**config.mk**
```make
export PLATFORM = sky130hd
export DESIGN_NAME = sram_seq
export DESIGN_NICKNAME = d
export VERILOG_FILES = /design/src/rtl/sram_seq_pkg.sv /design/src/rtl/sram_seq_timer.sv /design/src/rtl/sram_seq_req_reg.sv /design/src/rtl/sram_seq_rd_cap.sv /design/src/rtl/sram_seq.sv
export SDC_FILE = /design/constraint.sdc
export NUM_CORES = 1
export LEC_CHECK = 0
export BUFFER_PORTS_ARGS = -buffer_cell sky130_fd_sc_hd__clkbuf_2
export CAP_MARGIN = 20
export CORE_AREA = 2 2 55 57
export CTS_CLUSTER_SIZE = 40
export DETAILED_ROUTE_END_ITERATION = 8
export DIE_AREA = 0 0 57 59
export PLACE_DENSITY_LB_ADDON = 0.05
export SYNTH_ARGS = -nofsm -noshare
export SYNTH_HDL_FRONTEND = slang
export SYNTH_SLANG_ARGS = --single-unit
```
**constraint.sdc**
```tcl
create_clock -name clk_i -period 3.3 [get_ports clk_i]
set_input_delay 0.66 -clock clk_i [delete_from_list [all_inputs] [get_ports clk_i]]
set_output_delay 0.66 -clock clk_i [all_outputs]
set_load 0.03 [all_outputs]
```
**src/rtl/sram_seq_pkg.sv**
```systemverilog
package sram_seq_pkg;
  typedef enum logic {OP_READ = 1'b0, OP_WRITE = 1'b1} op_e;
endpackage

```
**src/rtl/sram_seq_timer.sv**
```systemverilog
module sram_seq_timer #(
  parameter int CYCLE_EDGES = 3,
  localparam int PH_W = (CYCLE_EDGES > 1) ? $clog2(CYCLE_EDGES) : 1
) (
  input  logic            clk_i,
  input  logic            rst_ni,
  input  logic            start_i,
  output logic            busy_o,
  output logic [PH_W-1:0] phase_o,
  output logic            last_o
);
  localparam logic [PH_W-1:0] LAST_PH = PH_W'(CYCLE_EDGES - 1);

  logic            busy_q;
  logic [PH_W-1:0] ph_q;

  always_ff @(posedge clk_i or negedge rst_ni) begin
    if (!rst_ni) begin
      busy_q <= 1'b0;
      ph_q   <= '0;
    end else if (!busy_q) begin
      if (start_i) begin
        busy_q <= 1'b1;
        ph_q   <= '0;
      end
    end else if (ph_q == LAST_PH) begin
      busy_q <= 1'b0;
      ph_q   <= '0;
    end else begin
      ph_q <= ph_q + 1'b1;
    end
  end

  assign busy_o  = busy_q;
  assign phase_o = ph_q;
  assign last_o  = busy_q && (ph_q == LAST_PH);
endmodule

```
**src/rtl/sram_seq_req_reg.sv**
```systemverilog
module sram_seq_req_reg
  import sram_seq_pkg::*;
#(
  parameter int ADDR_W = 4,
  parameter int DATA_W = 8
) (
  input  logic              clk_i,
  input  logic              rst_ni,
  input  logic              load_i,
  input  logic              we_i,
  input  logic [ADDR_W-1:0] addr_i,
  input  logic [DATA_W-1:0] wdata_i,
  output op_e               op_o,
  output logic [ADDR_W-1:0] addr_o,
  output logic [DATA_W-1:0] wdata_o
);
  always_ff @(posedge clk_i or negedge rst_ni) begin
    if (!rst_ni) begin
      op_o    <= OP_READ;
      addr_o  <= '0;
      wdata_o <= '0;
    end else if (load_i) begin
      op_o    <= we_i ? OP_WRITE : OP_READ;
      addr_o  <= addr_i;
      wdata_o <= wdata_i;
    end
  end
endmodule

```
**src/rtl/sram_seq_rd_cap.sv**
```systemverilog
module sram_seq_rd_cap #(
  parameter int DATA_W = 8
) (
  input  logic              clk_i,
  input  logic              rst_ni,
  input  logic              capture_i,
  input  logic              finish_i,
  input  logic [DATA_W-1:0] mem_rdata_i,
  output logic [DATA_W-1:0] rdata_o,
  output logic              done_o
);
  logic [DATA_W-1:0] hold_q;

  always_ff @(posedge clk_i or negedge rst_ni) begin
    if (!rst_ni) begin
      hold_q  <= '0;
      rdata_o <= '0;
      done_o  <= 1'b0;
    end else begin
      done_o <= finish_i;
      if (capture_i) hold_q <= mem_rdata_i;
      if (finish_i)  rdata_o <= capture_i ? mem_rdata_i : hold_q;
    end
  end
endmodule

```
**src/rtl/sram_seq.sv**
```systemverilog
module sram_seq
  import sram_seq_pkg::*;
#(
  parameter int ADDR_W      = 4,
  parameter int DATA_W      = 8,
  parameter int CYCLE_EDGES = 3,
  parameter int ACCESS_CYC  = 1
) (
  input  logic              clk_i,
  input  logic              rst_ni,
  input  logic              req_valid_i,
  input  logic              req_we_i,
  input  logic [ADDR_W-1:0] req_addr_i,
  input  logic [DATA_W-1:0] req_wdata_i,
  output logic              ready_o,
  output logic              done_o,
  output logic [DATA_W-1:0] rdata_o,
  output logic [ADDR_W-1:0] mem_addr_o,
  output logic [DATA_W-1:0] mem_wdata_o,
  input  logic [DATA_W-1:0] mem_rdata_i,
  output logic              mem_en_o,
  output logic              mem_we_o,
  output logic              mem_oe_o
);
  localparam int PH_W = (CYCLE_EDGES > 1) ? $clog2(CYCLE_EDGES) : 1;
  localparam logic [PH_W-1:0] SAMPLE_PH = PH_W'(ACCESS_CYC);

  generate
    if (CYCLE_EDGES < 2 || ACCESS_CYC < 1 || ACCESS_CYC > CYCLE_EDGES - 1) begin : g_bad_cfg
      $error("sram_seq: need CYCLE_EDGES >= 2 and 1 <= ACCESS_CYC <= CYCLE_EDGES-1");
    end
  endgenerate

  logic            busy, last, accept, capture, finish, enable;
  logic [PH_W-1:0] phase;
  op_e             op;

  assign accept = req_valid_i && !busy;

  sram_seq_timer #(.CYCLE_EDGES(CYCLE_EDGES)) timer_i (
    .clk_i   (clk_i),
    .rst_ni  (rst_ni),
    .start_i (accept),
    .busy_o  (busy),
    .phase_o (phase),
    .last_o  (last)
  );

  sram_seq_req_reg #(.ADDR_W(ADDR_W), .DATA_W(DATA_W)) req_i (
    .clk_i   (clk_i),
    .rst_ni  (rst_ni),
    .load_i  (accept),
    .we_i    (req_we_i),
    .addr_i  (req_addr_i),
    .wdata_i (req_wdata_i),
    .op_o    (op),
    .addr_o  (mem_addr_o),
    .wdata_o (mem_wdata_o)
  );

  // phase 0 is address setup; enable covers the remaining phases
  assign enable  = busy && (phase != '0);
  assign capture = enable && (op == OP_READ) && (phase == SAMPLE_PH);
  assign finish  = last && (op == OP_READ);

  sram_seq_rd_cap #(.DATA_W(DATA_W)) cap_i (
    .clk_i       (clk_i),
    .rst_ni      (rst_ni),
    .capture_i   (capture),
    .finish_i    (finish),
    .mem_rdata_i (mem_rdata_i),
    .rdata_o     (rdata_o),
    .done_o      (done_o)
  );

  assign ready_o  = !busy;
  assign mem_en_o = enable;
  assign mem_we_o = enable && (op == OP_WRITE);
  assign mem_oe_o = enable && (op == OP_READ);
endmodule

```
==> flow_metrics.tcl <==
set metrics [dict create \
    irDropWorstVdd_uv 713 \
    detail_route.wl_per_cell_um 13.7 \
    synth-simple-area-share 0.0442 \
    netlist_instances 79 \
    cts_tree "done" \
    reg2reg_slack_ns 1.65 \
    io_pins 49 \
    setup_slack_ns 1.34 \
    finalHoldViolCount 0 \
    grt_pass1_wl_mm 3.93 \
    p_int_mw 1.15 \
    ys_async_sr_fraction 1.00 \
    vias_per_cell 4.93 \
    worst-path-buf-inv 2 \
    fin_crit_ns 1.96 \
    synth_compound_area_frac 0.0171 \
    nets 155 \
    fmax_mhz 510 \
    synthAdderAreaFrac 0 \
    yosysTopAreaCell "dfrtp_1" \
    cts_sinks 33 \
    finalCritPeriodShare 0.594 \
    grt_start_max_net_pins 34 \
    seq_power_share 0.383 \
    synth_top_area_frac 0.595 \
    status "finished clean" \
    grt_pass1_vias 850 \
    start_util 0.512 \
    end_kind "primary output" \
    comb_power_share 0.506 \
    hold_buffers 0 \
    port_buffers 48 \
    avgSynthCellArea_sq_um 17.6 \
    drc 0 \
    fin_skew_ns 0.0101 \
    drt_iter0_markers 5 \
    h-tree-depth 2 \
    clockRootBuffer "clkbuf_4" \
    gp_congestion 0.680 \
    drt_pre_antenna_iters 2 \
    final_cells 163 \
    grt_usage 0.158 \
    clock_power_share 0.111 \
    min_path_type "in2async" \
    routed_wirelength_mm 2.23 \
    syn2layout_area_growth_pct 21.6 \
    yosys_warnings 0 \
    die_h_um 59 \
    postPlaceCellArea_sq_um 1630 \
    ys_types 14 \
    path_class "reg2out" \
    yosysMostFrequentCell "dfrtp_1" \
    drive_gt1_frac 0.674 \
    die_area_sq_um 3360 \
    ys_seq_area_frac 0.595 \
    worst_pin_slew_ns 0.811 \
    cts_made_buffers 5 \
    post_cts_buffers 0 \
    die_x_um 57 \
    r2r_cells 2 \
    rows 19 \
    antenna_found_initial 0 \
    totalPowerFinal_mw 1.93 \
    ctsResizeCount 0 \
    maxCapViolations 0 \
    arrival_ns 1.30 \
    synth_top_family_by_area "multiplexers" \
    synth_area_sq_um 1390 \
    ys_ff_latch 33 \
    rsz0062_at_grt "no" \
    crit_family "flip-flops" \
    setup_violations 0 \
    diodes 0 \
    pre_cts_slack_ns 1.32 \
    finalMaxSlewViolations 0 \
    insertion_delay_ns 0.33 \
    design_area_sq_um 1690 \
    tns_ns 0 \
    vias 804 \
    synth_area_leaders "dfrtp_1, mux2_4, mux2_2" \
    synth_edf_count 0 \
    startpoint "timer_i.busy_o$_DFF_PN0_" \
    ctsLongestPathBuffers 2 \
    core_region_area_sq_um 2710 \
    power_density_nw_per_um2 1140 \
    clkSlewWorstSetupHoldPaths_ns 0.10 \
    synth.area.mux_share 0.314 \
    dp_cells 155 \
    cp_slowest_stage_delay_ns 0.47 \
    synth_ff_type "dfrtp_1" \
    ant_nets 0 \
    crit_chain "inv_1 -> nor3_1 -> clkbuf_2" \
    p_sw_uw 781 \
    worst-path-stages 3 \
    reg2reg_to "req_i.addr_o[0]$_DFFE_PN0P_" \
    p_leak_nw 0.873 \
    slew_headroom 0.457 \
    slowest_stage "dfrtp_1" \
    overflow 0 \
    synth-xor-area-share 0 \
    r2r_start "timer_i.busy_o$_DFF_PN0_" \
    synth_nets 103 \
    worstSetupEndpoint "mem_oe_o" \
    power_switching_share 0.405 \
    crit_required_ns 2.64 \
    cp-start-kind "register" \
    fillerInstances 226 \
    synthTopCellsByCount "dfrtp_1, mux2_4, mux2_2" \
    critPathMaxFanout 8 \
]
-- final cells by class --
type,count,area (sq um),area share
well taps,31,38.8,0.0230
inverters,2,7.51,0.00445
clock inverters,3,17.5,0.0104
multi-input cells,41,520,0.308
repair buffers,48,240,0.142
flip-flops and latches,33,826,0.489
clock buffers,5,37.5,0.0222
-- power by group through the flow --
| stage | clock, mW | combinational [mW] | sequential (mW) |
|---|---|---|---|
| 5_1_grt | 0.241 | 1.04 | 0.769 |
| 4_1_cts | 0.224 | 0.988 | 0.742 |
| 3_3_place_gp | 0 | 0.973 | 0.736 |
| 2_1_floorplan | 0 | 0.529 | 0.977 |
| 6_report | 0.214 | 0.974 | 0.738 |
| 3_5_place_dp | 0 | 0.985 | 0.745 |
-- metrics by stage --
step            util  hold WS [ns]
3_3_place_gp   0.602         0.489
5_1_grt        0.623         0.434
4_1_cts        0.623         0.417
6_report       0.623         0.395
3_5_place_dp   0.602         0.492
2_1_floorplan      -         0.364
-- layout by cell type, fill, tap and decap left out, drive strengths merged --
master	n
clkbuf	53
inv	2
mux2	30
and2b	1
nor2	2
o21a	1
clkinvlp	1
and4bb	2
a31oi	1
clkinv	2
and2	1
nor2b	1
a22o	1
nor3	1
dfrtp	33
-- worst min-delay path by stage --
stage	from	endpoint	slack [ns]	depth (start not counted)
after floorplan	rst_ni	cap_i.done_o$_DFF_PN0_	0.36	0
after global placement	cap_i.hold_q[1]$_DFF_PN0_	cap_i.rdata_o[1]$_DFFE_PN0P_	0.49	1
after detailed placement	cap_i.rdata_o[7]$_DFFE_PN0P_	cap_i.rdata_o[7]$_DFFE_PN0P_	0.49	1
after CTS	rst_ni	cap_i.rdata_o[0]$_DFFE_PN0P_	0.42	1
after global routing	rst_ni	cap_i.rdata_o[0]$_DFFE_PN0P_	0.43	1
final	rst_ni	cap_i.rdata_o[0]$_DFFE_PN0P_	0.39	1
-- routing by layer --
metal | share of wire | GRT usage | up-vias
li1 | - | - | 381
met1 | 0.44 | 0.197 | 386
met2 | 0.47 | 0.245 | 32
met3 | 0.074 | 0.0742 | 5
met4 | 0.017 | 0.0498 | 0
met5 | 0 | 0 | -
-- cells by family after synthesis --
logic type      Yosys count
flops                    33
buf+inv                   5
simple gates              8
mux                      30
compound gates            3
-- registers in the layout (all words and copies together), names as in the netlist --
signal	count
cap_i.rdata_o	8
cap_i.done_o	1
cap_i.hold_q	8
timer_i.busy_o	1
req_i.addr_o	4
timer_i.phase_o	2
req_i.wdata_o	8
req_i.op_o	1
-- worst register-to-register path, stage by stage (launching register included) --
cell and delay, ns:
dfrtp_1 0.46, nor2b_2 0.67, mux2_2 0.41
Note: power is estimated with default switching activity, not from simulation.
